==> src/rtl/spi_cmdq_pkg.sv <==
package spi_cmdq_pkg;

    localparam int WORD_W = 32;
    localparam int HALF_W = 16;

    typedef enum logic [1:0] {
        SEQ_IDLE  = 2'd0,
        SEQ_ISSUE = 2'd1,
        SEQ_HALT  = 2'd2
    } seq_state_t;

    // register selects
    localparam logic [2:0] SEL_CTRL  = 3'd0;
    localparam logic [2:0] SEL_COUNT = 3'd1;
    localparam logic [2:0] SEL_STAT  = 3'd2;
    localparam logic [2:0] SEL_IEN   = 3'd3;
    localparam logic [2:0] SEL_PUSH  = 3'd4;
    localparam logic [2:0] SEL_POP   = 3'd5;

    // command half bit positions
    localparam int CMD_EOQ   = 11;
    localparam int CMD_CTCLR = 10;

    // status bit positions
    localparam int ST_DONE = 31;
    localparam int ST_EOQ  = 28;
    localparam int ST_TXNF = 25;
    localparam int ST_OVF  = 19;
    localparam int ST_RXNE = 17;

    // control bit positions
    localparam int CTL_CLRTX = 11;
    localparam int CTL_CLRRX = 10;

    localparam logic [31:0] IEN_MASK = 32'h9202_0000;

endpackage

==> src/rtl/spi_cmdq_fifo.sv <==
module spi_cmdq_fifo #(
    parameter int WIDTH = 32,
    parameter int DEPTH = 4
) (
    input  logic                             clk,
    input  logic                             rst_n,
    input  logic                             clr,
    input  logic                             push,
    input  logic [WIDTH-1:0]                 push_data,
    input  logic                             pop,
    output logic [WIDTH-1:0]                 head,
    output logic [$clog2(DEPTH+1)-1:0]       level,
    output logic                             accepted
);
    localparam int PTR_W = (DEPTH > 1) ? $clog2(DEPTH) : 1;
    localparam int LVL_W = $clog2(DEPTH + 1);

    logic [WIDTH-1:0] mem [DEPTH];
    logic [PTR_W-1:0] rptr, wptr;
    logic             pop_ok, full, empty;

    assign full     = (level == LVL_W'(DEPTH));
    assign empty    = (level == '0);
    assign pop_ok   = pop && !empty;
    assign accepted = push && (!full || pop_ok);
    assign head     = mem[rptr];

    function automatic logic [PTR_W-1:0] bump(input logic [PTR_W-1:0] p);
        return (p == PTR_W'(DEPTH - 1)) ? '0 : p + PTR_W'(1);
    endfunction

    always_ff @(posedge clk) begin
        if (accepted) mem[wptr] <= push_data;
    end

    always_ff @(posedge clk or negedge rst_n) begin
        if (!rst_n) begin
            rptr  <= '0;
            wptr  <= '0;
            level <= '0;
        end else if (clr) begin
            rptr  <= '0;
            wptr  <= '0;
            level <= '0;
        end else begin
            if (accepted) wptr <= bump(wptr);
            if (pop_ok)   rptr <= bump(rptr);
            level <= level + LVL_W'(accepted) - LVL_W'(pop_ok);
        end
    end
endmodule

==> src/rtl/spi_cmdq_seq.sv <==
module spi_cmdq_seq
    import spi_cmdq_pkg::*;
(
    input  logic clk,
    input  logic rst_n,
    input  logic fill_next,
    input  logic frame_fire,
    input  logic frame_eoq,
    input  logic eoq_release,
    output logic issue,
    output logic halted
);
    seq_state_t state, state_nx;

    always_ff @(posedge clk or negedge rst_n) begin
        if (!rst_n) state <= SEQ_IDLE;
        else        state <= state_nx;
    end

    always_comb begin
        state_nx = state;
        unique case (state)
            SEQ_IDLE:  state_nx = fill_next ? SEQ_ISSUE : SEQ_IDLE;
            SEQ_ISSUE: begin
                if (frame_fire && frame_eoq) state_nx = SEQ_HALT;
                else if (!fill_next)         state_nx = SEQ_IDLE;
            end
            SEQ_HALT: begin
                if (eoq_release) state_nx = fill_next ? SEQ_ISSUE : SEQ_IDLE;
            end
            default:   state_nx = SEQ_IDLE;
        endcase
    end

    always_comb begin
        issue  = (state == SEQ_ISSUE);
        halted = (state == SEQ_HALT);
    end
endmodule

==> src/rtl/spi_cmdq_stat.sv <==
module spi_cmdq_stat
    import spi_cmdq_pkg::*;
(
    input  logic                clk,
    input  logic                rst_n,
    input  logic                frame_fire,
    input  logic                frame_clr_cnt,
    input  logic                rx_drop,
    input  logic                w1c_done,
    input  logic                w1c_ovf,
    input  logic                ien_we,
    input  logic [WORD_W-1:0]   ien_wdata,
    input  logic                halted,
    input  logic                tx_full,
    input  logic                rx_empty,
    output logic [HALF_W-1:0]   xfer_cnt,
    output logic [WORD_W-1:0]   status,
    output logic [WORD_W-1:0]   ien,
    output logic                irq
);
    logic done_q, ovf_q;

    always_ff @(posedge clk or negedge rst_n) begin
        if (!rst_n) begin
            xfer_cnt <= '0;
            done_q   <= 1'b0;
            ovf_q    <= 1'b0;
            ien      <= '0;
        end else begin
            if (frame_fire)
                xfer_cnt <= frame_clr_cnt ? '0 : xfer_cnt + HALF_W'(1);
            if (frame_fire)    done_q <= 1'b1;
            else if (w1c_done) done_q <= 1'b0;
            if (rx_drop)       ovf_q  <= 1'b1;
            else if (w1c_ovf)  ovf_q  <= 1'b0;
            if (ien_we)        ien    <= ien_wdata & IEN_MASK;
        end
    end

    always_comb begin
        status          = '0;
        status[ST_DONE] = done_q;
        status[ST_EOQ]  = halted;
        status[ST_TXNF] = !tx_full;
        status[ST_OVF]  = ovf_q;
        status[ST_RXNE] = !rx_empty;
        irq             = |(status & ien);
    end
endmodule

==> src/rtl/spi_cmdq_unit.sv <==
module spi_cmdq_unit
    import spi_cmdq_pkg::*;
#(
    parameter int FIFO_DEPTH = 4
) (
    input  logic              clk,
    input  logic              rst_n,
    input  logic              wr_en,
    input  logic [2:0]        wr_sel,
    input  logic [31:0]       wr_data,
    input  logic              rd_en,
    input  logic [2:0]        rd_sel,
    output logic [31:0]       rd_data,
    output logic              eng_req,
    output logic [15:0]       eng_cmd,
    output logic [15:0]       eng_data,
    input  logic              eng_done,
    input  logic [15:0]       eng_rx,
    output logic              irq
);
    localparam int LVL_W = $clog2(FIFO_DEPTH + 1);

    logic              wr_push, wr_ctrl, wr_stat, wr_ien, rd_pop;
    logic              clr_tx, clr_rx, frame_fire, halted, issue;
    logic [WORD_W-1:0] tx_head;
    logic [HALF_W-1:0] rx_head, xfer_cnt;
    logic [LVL_W-1:0]  tx_level, rx_level, tx_level_nx;
    logic              tx_acc, rx_acc, tx_full, rx_empty;
    logic [WORD_W-1:0] stat_word, ien_word;

    always_comb begin
        wr_push = wr_en && (wr_sel == SEL_PUSH);
        wr_ctrl = wr_en && (wr_sel == SEL_CTRL);
        wr_stat = wr_en && (wr_sel == SEL_STAT);
        wr_ien  = wr_en && (wr_sel == SEL_IEN);
        rd_pop  = rd_en && (rd_sel == SEL_POP);
        clr_tx  = wr_ctrl && wr_data[CTL_CLRTX];
        clr_rx  = wr_ctrl && wr_data[CTL_CLRRX];
    end

    assign eng_req    = issue;
    assign frame_fire = issue && eng_done;
    assign tx_full    = (tx_level == LVL_W'(FIFO_DEPTH));
    assign rx_empty   = (rx_level == '0);

    spi_cmdq_fifo #(.WIDTH(WORD_W), .DEPTH(FIFO_DEPTH)) tx_q (
        .clk(clk), .rst_n(rst_n), .clr(clr_tx),
        .push(wr_push), .push_data(wr_data), .pop(frame_fire),
        .head(tx_head), .level(tx_level), .accepted(tx_acc)
    );

    spi_cmdq_fifo #(.WIDTH(HALF_W), .DEPTH(FIFO_DEPTH)) rx_q (
        .clk(clk), .rst_n(rst_n), .clr(clr_rx),
        .push(frame_fire), .push_data(eng_rx), .pop(rd_pop),
        .head(rx_head), .level(rx_level), .accepted(rx_acc)
    );

    always_comb begin
        tx_level_nx = tx_level;
        if (clr_tx) tx_level_nx = '0;
        else begin
            if (tx_acc)     tx_level_nx = tx_level_nx + LVL_W'(1);
            if (frame_fire) tx_level_nx = tx_level_nx - LVL_W'(1);
        end
    end

    spi_cmdq_seq seq_i (
        .clk(clk), .rst_n(rst_n),
        .fill_next(tx_level_nx != '0),
        .frame_fire(frame_fire),
        .frame_eoq(tx_head[HALF_W + CMD_EOQ]),
        .eoq_release(wr_stat && wr_data[ST_EOQ]),
        .issue(issue), .halted(halted)
    );

    spi_cmdq_stat stat_i (
        .clk(clk), .rst_n(rst_n),
        .frame_fire(frame_fire),
        .frame_clr_cnt(tx_head[HALF_W + CMD_CTCLR]),
        .rx_drop(frame_fire && !rx_acc),
        .w1c_done(wr_stat && wr_data[ST_DONE]),
        .w1c_ovf(wr_stat && wr_data[ST_OVF]),
        .ien_we(wr_ien), .ien_wdata(wr_data),
        .halted(halted), .tx_full(tx_full), .rx_empty(rx_empty),
        .xfer_cnt(xfer_cnt), .status(stat_word), .ien(ien_word), .irq(irq)
    );

    assign eng_cmd  = issue ? tx_head[WORD_W-1:HALF_W] : '0;
    assign eng_data = issue ? tx_head[HALF_W-1:0]      : '0;

    always_comb begin
        unique case (rd_sel)
            SEL_COUNT: rd_data = {xfer_cnt, 16'h0000};
            SEL_STAT:  rd_data = stat_word;
            SEL_IEN:   rd_data = ien_word;
            SEL_POP:   rd_data = rx_empty ? '0 : {16'h0000, rx_head};
            default:   rd_data = '0;
        endcase
    end
endmodule

==> config.mk <==
export PLATFORM = sky130hd
export DESIGN_NAME = spi_cmdq_unit
export DESIGN_NICKNAME = d
export VERILOG_FILES = /design/src/rtl/spi_cmdq_pkg.sv /design/src/rtl/spi_cmdq_fifo.sv /design/src/rtl/spi_cmdq_seq.sv /design/src/rtl/spi_cmdq_stat.sv /design/src/rtl/spi_cmdq_unit.sv
export SDC_FILE = /design/constraint.sdc
export NUM_CORES = 1
export LEC_CHECK = 0
export BUFFER_PORTS_ARGS = -buffer_cell sky130_fd_sc_hd__buf_4
export CAP_MARGIN = 20
export CORE_MARGIN = 4
export CORE_UTILIZATION = 50
export CTS_BUF_LIST = sky130_fd_sc_hd__clkbuf_4
export DETAILED_ROUTE_END_ITERATION = 16
export PLACE_DENSITY = 0.77
export SLEW_MARGIN = 20
export SYNTH_ARGS = -nofsm -noshare
export SYNTH_HDL_FRONTEND = slang
export SYNTH_SLANG_ARGS = --single-unit
==> constraint.sdc <==
create_clock -name clk -period 2.95 [get_ports clk]
set_input_delay 0.1475 -clock clk [delete_from_list [all_inputs] [get_ports clk]]
set_output_delay 0.1475 -clock clk [all_outputs]
set_load 0.01 [all_outputs]
==> out/metrics.cfg, run 1 <==
[synthesis]
synth.distinct_cells=50
synth_most_common_cell=edfxtp_1
synth_top_flop_cell=edfxtp_1
synth_area_leaders=edfxtp_1 (59%), mux4_2 (11%), dfrtp_1 (9.8%), nor2b_1 (3.5%), ha_1 (2.3%)
yosysSeqAreaShare_pct=69.2
syn_nets=648
async_flop_share_pct=16.5
avgSynthCellArea_um2=17.0
ys_ff_latch=230
synthTopCellsByCount=edfxtp_1 (192), nor2b_1 (54), mux4_2 (48), dfrtp_1 (38), nor2_1 (34)
synth_warnings=0
syn_inst=569
yosysTopAreaCell=edfxtp_1
syn_area_um2=9700
synth_top_area_share_pct=59.4
synth_edf_count=192

[routing]
wl_per_cell_um=18.2
wl_met2_mm=10.6
via_per_inst=5.24
dr.max_layer_used=met4
drtIter0Drc=296
drt-pass1-iter-count=4
route.met3.wl_mm=1.35
via_count=5827
totalWireLength_mm=20.3
wl_met1_mm=8.07
ant_nets=0
drc_errors=0

[global_route]
grt_pass1_wl_mm=32.2
antenna_found_initial=1
gr-total-overflow=0
first_global_vias=6209
grtUsageTotal_pct=18.8
grt_max_degree=39

[setup_path]
timing.rr.end=seq_i.state[0]
crit_end=seq_i.state[0]
criticalPathCategory=register to register
rrSetupSlack_ns=0.25
path_max_fanout=14
cp-start-kind=register
cpPeakStageDelay_ns=0.51
arrival_ns=3.25
r2r_start=seq_i.state[1]
r2r_cells=9
slowest_stage=and3b_1
worstPathRequired_ns=3.50
cp-end-kind=register
worstSetupStartpoint=seq_i.state[1]
cp_cell_sequence=and3b_1 -> o21a_1 -> nor2_1 -> a21oi_1 -> ha_1 -> a221o_1 -> o41ai_1 -> a211o_1 -> a211oi_2

[timing]
setup_viol=0
fin_crit_sh_pct=91.4
rsz0062_at_grt=false
tns_ns=0
hold_viol_final=0
clock_skew_ns=0.0321
period_needed_ns=2.70
fmax_ghz=0.371
worstMarginPinSlew_ns=1.06
report.final.slew_viol_count=0
slew_headroom_pct=29.5

[power]
combinationalPowerShare_pct=31.5
ir_worst_vdd_v=0.000545
clockPowerShare_pct=26.2
internal_power_w=0.00687
switching_power_w=0.00295
swShare_pct=30.0
powerDensity_nw_per_um2=793
p_seq_share_pct=42.3
p_leak_nw=4.69

[min_path]
hp-class=primary input to register

[clocking]
clk_latency_ns=0.65
clock-root-buffer=clkbuf_4
path_clk_slew_ns=0.07
postCtsSetupBuffers=0
clock_sinks=230
htree_levels=2
cts_tree=built
clock_path_buffers=3
cts_made_buffers=57

[die]
fp.dieH_um=147
dieArea_um2=21700
fp.coreArea_um2=18900
die_w_um=147
num_rows=50
ios=125
initial_core_util_pct=51.3

[job]
cap_violations=0

[cells_and_area]
drive_above_1_share_pct=35.6
area_growth_pct=27.6
fin_nets=886
final_core_utilization_pct=65.5

[placement]
dpl.hpwl_mm=12.9
gp_congestion=0.789
io_buffer_count=124

[run_status]
status=completed

[metrics by stage]
step / setup slack, ns / total power (W) / area, um2 / std cells / hold slack [ns]
finish: 0.255 / 0.00981 / 12400 / 1112 / 0.0923
global route: 0.0816 / 0.0104 / 12400 / 1112 / 0.0609
CTS: 0.269 / 0.00991 / 12400 / 1111 / 0.0278
detailed placement: 0.330 / 0.00723 / 11000 / 946 / 0.141
global placement: 0.581 / 0.00710 / 11000 / 946 / 0.136
floorplan: 0.551 / 0.00615 / 9700 / 569 / -0.148
[critical path: cells and delay by family, from the launching register on]
family                   cells  cell delay [ns]
AO/OA/AOI/OAI                6             1.31
flip-flops                   1             0.42
adder cells (fa/ha/maj)      1             0.25
AND/OR/NAND/NOR              2             0.62
[power by group through the flow]
| stage | Combinational [W] | Clock [W] | Sequential [W] |
|---|---|---|---|
| floorplan | 0.00208 | 0 | 0.00407 |
| global placement | 0.00291 | 0 | 0.00419 |
| detailed placement | 0.00301 | 0 | 0.00422 |
| CTS | 0.00311 | 0.00265 | 0.00415 |
| finish | 0.00309 | 0.00257 | 0.00415 |
| global route | 0.00336 | 0.00284 | 0.00420 |
[per-layer routing]
| layer | vias to the layer above | global-route usage (%) |
|---|---|---|
| met5 | - | 0 |
| met4 | 0 | 6.24 |
| met3 | 27 | 4.63 |
| met2 | 194 | 33.1 |
| met1 | 2937 | 22.8 |
| li1 | 2669 | - |
[state kept, by name (all words and copies together) (netlist names)]
signal and count:
stat_i.done_q 1, tx_q.mem 128, rx_q.level 3, seq_i.state 2, stat_i.ovf_q 1, stat_i.ien 4, tx_q.rptr 2, tx_q.wptr 2
rx_q.mem 64, rx_q.rptr 2, stat_i.xfer_cnt 16, rx_q.wptr 2, tx_q.level 3
[final cells by class]
| class | count | area, um2 |
|---|---|---|
| fillers | 1307 | 6520 |
| clock inverters | 14 | 57.6 |
| diodes | 1 | 2.50 |
| repair buffers | 204 | 1730 |
| clock buffers | 89 | 668 |
| flip-flops and latches | 230 | 6720 |
| multi-input cells | 299 | 2820 |
| well taps | 260 | 325 |
| inverters | 15 | 56.3 |
[cell families after synthesis]
group	Yosys count	synth area share, %
AOI/OAI and AO/OA	33	2.39
buffers and inverters	40	1.78
muxes	59	12.4
and+or+nand+nor	170	9.96
xor gates and xnor gates	17	1.54
adders and majority gates	20	2.73
DFF	230	69.2
[layout by cell type, fill, tap and decap left out, drive strengths merged, types with 10 or more instances in the layout]
cell type,netlist,routed
clkinv,0,13
nor2b,54,54
nor2,34,34
nand2,22,22
mux4,48,48
a21oi,10,10
edfxtp,192,192
buf,14,143
dlygate4sd3,0,61
inv,15,16
clkbuf,11,89
and2,23,23
dfrtp,38,38
ha,18,18
[worst min path at each step]
stage,depth (start not counted),startpoint,to
2_1_floorplan,0,rst_n,rx_q.level[0]
3_3_place_gp,1,rst_n,stat_i.xfer_cnt[13]
3_5_place_dp,1,rst_n,stat_i.xfer_cnt[14]
4_1_cts,5,rd_sel[2],rx_q.wptr[0]
5_1_grt,5,rd_sel[2],rx_q.wptr[0]
6_report,5,rd_sel[2],rx_q.wptr[0]
[what timing repair did]
action	in CTS	in global routing
endpoints found under the setup margin	0	0
gates resized for setup	0	0
hold endpoints to repair	253	0
hold buffers	62	0
Note: power is estimated with default switching activity, not from simulation.
==> run 2: changes to the inputs <==
==> constraint.sdc (replaced) <==
create_clock -name clk -period 2.9 [get_ports clk]
set_input_delay 0.145 -clock clk [delete_from_list [all_inputs] [get_ports clk]]
set_output_delay 0.145 -clock clk [all_outputs]
set_load 0.01 [all_outputs]
==> run 2 against run 1 <==
Effect of this change: combinational power is essentially flat; via count shrank 0.10%; worst setup slack gained 0.0024 ns; register-to-register slack gained 0.04 ns; worst hold slack gained 0.013 ns; die area is the same; wire length shrank 1.8%; sequential power grew 2%.
==> out/metrics.cfg, run 2 (synthesis gave the netlist of run 1 again) <==
[timing]
clock_skew_ns=0.0284
worstMarginPinSlew_ns=1.09
period_needed_ns=2.64
slew_headroom_pct=27.2
rsz0062_at_grt=false
report.final.slew_viol_count=0
fin_crit_sh_pct=91.1
fmax_ghz=0.378
setup_viol=0
tns_ns=0
hold_viol_final=0

[clocking]
path_clk_slew_ns=0.07
clock_sinks=230
clk_latency_ns=0.66
cts_hold_repair.buffers=58
clock-root-buffer=clkbuf_4
cts_made_buffers=58
cts_resized=0
cts_tree=built
clock_path_buffers=3
postCtsSetupBuffers=0
htree_levels=2

[setup_path]
arrival_ns=2.50
criticalPathCategory=register to primary output
cp-end-kind=primary output
worstPathRequired_ns=2.76
rrSetupSlack_ns=0.29
path_max_fanout=15
cp-start-kind=register

[power]
power_w=0.0101
p_leak_nw=4.69
powerDensity_nw_per_um2=812
ir_worst_vdd_v=0.000427

[cells_and_area]
final_common_cell=edfxtp_1
fin_nets=882
largest_reg_flops=128
final_cell_mix=edfxtp_1 (192), buf_4 (137), clkbuf_4 (84)
regMostFlops=tx_q.mem
drive_above_1_share_pct=35.5
area_growth_pct=27.7
reg_top3=tx_q.mem: 128 flops, rx_q.mem: 64 flops, stat_i.xfer_cnt: 16 flops
fillers=1320

[die]
num_rows=50
dieArea_um2=21700
fp.coreArea_um2=18900
initial_core_util_pct=51.3
fp.dieH_um=147
ios=125
die_w_um=147

[job]
cap_violations=0

[global_route]
first_global_vias=6371
grt_pass1_wl_mm=32.4
grt_max_degree=39
grtUsageTotal_pct=18.7
gr-total-overflow=0
antenna_found_initial=1

[routing]
totalWireLength_mm=19.9
ant_nets=0
drc_errors=0
wl_per_cell_um=17.9
via_per_inst=5.23
drt-pass1-iter-count=5
drtIter0Drc=278
via_count=5821

[placement]
dpl.hpwl_mm=12.7
io_buffer_count=124
gp_congestion=0.795

[min_path]
hp-class=primary input to register

[run_status]
status=completed

-- run 2: cell count changes in the layout (fill, tap and decap cells not counted) --
cell           previous run  this run
inv_2                     1         0
buf_4                   139       137
dlygate4sd3_1            61        57
clkinvlp_4                0         2
clkinv_2                  4         8
buf_12                    4         5
clkinv_1                  9        15
bufinv_16                 0         1
clkbuf_4                 89        84
-- run 2: path summary, 6_finish.rpt --
| path | endpoint | cells after the start | startpoint |
|---|---|---|---|
| hold reg to reg | stat_i.ovf_q | 2 | stat_i.ovf_q |
| max in group asynchronous | tx_q.wptr[0] | 4 | rst_n |
| min in group asynchronous | stat_i.xfer_cnt[12] | 4 | rst_n |
| setup / recovery | eng_data[11] | 4 | tx_q.rptr[0] |
| setup reg to reg | seq_i.state[0] | 11 | tx_q.level[0] |
| hold / removal | rx_q.wptr[0] | 5 | rd_sel[2] |
-- run 2: layer usage --
layer | GRT usage, % | share of wire, % | vias up
li1 | - | - | 2683
met1 | 22.8 | 41 | 2904
met2 | 32.8 | 52 | 205
met3 | 4.13 | 6.1 | 29
met4 | 7.32 | 1.7 | 0
met5 | 0 | 0 | -
-- run 2: area by class of cell --
class	count	area, um2	area share, %
clock buffer	84	631	5.09
timing repair buffer	199	1700	13.7
sequential	230	6720	54.2
clock inverter	26	141	1.14
inverter	15	56.3	0.455
antenna	1	2.50	0.0202
multi-input combinational	299	2820	22.7
tap	260	325	2.63
-- run 2: critical path, stage by stage, from the launching register on --
cell and delay (ns):
dfrtp_2 0.69, buf_4 0.28, mux4_2 0.51, nor2b_1 0.16
buf_4 0.20
-- run 2: power by group --
part,internal (W),total [W],switching (W)
Combinational,0.00166,0.00312,0.00146
Sequential,0.00393,0.00423,0.000298
Clock,0.00144,0.00271,0.00127
Total,0.00703,0.0101,0.00303
-- run 2: stage by stage --
step           area [um2]  instances  setup WS (ns)  utilization, %  hold slack, ns
2_1_floorplan        9700        569          0.501               -          -0.151
3_3_place_gp        11000        945          0.528            58.3           0.133
3_5_place_dp        11000        945          0.342            58.3           0.138
4_1_cts             12400       1113          0.123            65.6          0.0146
5_1_grt             12400       1114         0.0674            65.6           0.109
6_report            12400       1114          0.257            65.6           0.106
==> run 3: changes to the inputs <==
==> constraint.sdc (replaced) <==
create_clock -name clk -period 2.9 [get_ports clk]
set_input_delay 0.58 -clock clk [delete_from_list [all_inputs] [get_ports clk]]
set_output_delay 0.58 -clock clk [all_outputs]
set_load 0.01 [all_outputs]
==> run 3 against run 2 <==
Effect of this change: core utilization is 2.8 points lower; final area is 4.2% lower; non-clock buffer count is 44 lower; combinational power is 2% higher; final cell count is 4.1% lower; flip-flop and latch count stayed put; register-to-register slack better by 0.22 ns; clock power hardly changed; critical path type unchanged.
==> out/metrics.cfg, run 3 (synthesis gave the netlist of run 1 again) <==
[global_route]
gr-total-overflow=0
grtUsageTotal_pct=18.7
grt_max_degree=39
grt_pass1_wl_mm=32.0
first_global_vias=6117
antenna_found_initial=1

[routing]
totalWireLength_mm=19.8
drtIter0Drc=292
wl_per_cell_um=18.5
drt-pass1-iter-count=4
drc_errors=0
via_per_inst=5.31
ant_nets=0
via_count=5669

[job]
cap_violations=0

[die]
num_rows=50
dieArea_um2=21700
ios=125
initial_core_util_pct=51.3
fp.coreArea_um2=18900
die_w_um=147
fp.dieH_um=147

[setup_path]
cp-end-kind=primary output
worstPathRequired_ns=2.32
cp-start-kind=register
path_max_fanout=8
arrival_ns=2.19
criticalPathCategory=register to primary output

[timing]
setup_slack_ns=0.126
period_needed_ns=2.77
fmax_ghz=0.361
rsz0062_at_grt=false
worstMarginPinSlew_ns=0.552
hold_viol_final=0
setup_viol=0
fin_crit_sh_pct=95.6
slew_headroom_pct=62.7
tns_ns=0
report.final.slew_viol_count=0
clock_skew_ns=0.0179

[power]
powerDensity_nw_per_um2=848
p_leak_nw=4.51
ir_worst_vdd_v=0.000440
power_w=0.0101

[placement]
dp_slack_ns=0.375
dp.cells=953
gp_congestion=0.834
dpl.hpwl_mm=13.2
io_buffer_count=124

[clocking]
clock_sinks=230
cts_tree=built
clock-root-buffer=clkbuf_4
cts_made_buffers=57
htree_levels=2
clk_latency_ns=0.65
path_clk_slew_ns=0.07
clock_path_buffers=3

[cells_and_area]
drive_above_1_share_pct=39.3
final_core_utilization_pct=62.8
final_cell_mix=edfxtp_1 (192), buf_4 (151), clkbuf_4 (93)
reg_top3=tx_q.mem: 128 flops, rx_q.mem: 64 flops, stat_i.xfer_cnt: 16 flops
fillers=1409
area_growth_pct=22.4
regMostFlops=tx_q.mem
largest_reg_flops=128
layout.cells.non_filler=1068
fin_nets=837
final_common_cell=edfxtp_1

[min_path]
hp-class=primary input to register

[run_status]
status=completed

-- run 3: cell count changes in the layout (fill, tap and decap cells not counted), moves of 2 or more --
cell | previous run | this run
clkinv_1 | 15 | 13
clkinv_2 | 8 | 1
dlygate4sd3_1 | 57 | 1
buf_6 | 0 | 2
clkbuf_4 | 84 | 93
clkinvlp_4 | 2 | 0
buf_12 | 5 | 1
buf_4 | 137 | 151
-- run 3: path summary, 6_finish.rpt --
path	start	to	slack, ns	cells past startpoint
max	tx_q.rptr[0]	eng_cmd[11]	0.13	4
min	eng_rx[3]	rx_q.mem[3][3]	0.12	1
max reg2reg	tx_q.level[0]	seq_i.state[0]	0.51	11
min reg2reg	stat_i.ovf_q	stat_i.ovf_q	0.49	2
max in group asynchronous	rst_n	tx_q.rptr[0]	2.06	2
min in group asynchronous	rst_n	stat_i.xfer_cnt[15]	0.44	2
-- run 3: critical path: stages, from the launching register on --
cell	delay, ns
dfrtp_4	0.52
buf_4	0.14
mux4_2	0.55
nor2b_1	0.18
buf_4	0.17
-- run 3: through the flow --
stage          hold WS, ns  cell area (um2)
6_report             0.124            11900
5_1_grt             0.0488            11900
4_1_cts             0.0550            11800
3_5_place_dp         0.486            11000
3_3_place_gp         0.491            11000
2_1_floorplan        0.284             9700
-- run 3: repair_timing --
action,in CTS,in global routing
setup endpoints to repair,32,21
buffers inserted,4,1
hold buffers,1,0
pin swaps,0,0
resized for setup,2,3
hold endpoints to repair,38,0
-- run 3: report_power, final --
group	switching, W	total [W]	leakage (nW)	internal [W]
sequential	0.000253	0.00419	2.22	0.00394
combinational	0.00150	0.00319	1.84	0.00169
clock	0.00123	0.00268	0.456	0.00145
total	0.00298	0.0101	4.51	0.00708
-- run 3: metal layers --
metal	vias to the layer above	wire (um)	global-route usage, %
met5	-	0	0
met2	170	10200	32.3
met3	35	1120	5.03
met1	2882	8080	22.8
li1	2582	-	-
met4	0	369	6.62
-- run 3: layout make-up --
type	instances	area (um2)	share of cell area (%)
multi-input cells	299	2820	23.8
inverters	15	56.3	0.474
clock inverters	15	57.6	0.485
repair buffers	155	1190	9.99
flip-flops and latches	230	6720	56.6
clock buffers	93	698	5.88
well taps	260	325	2.74
diodes	1	2.50	0.0211
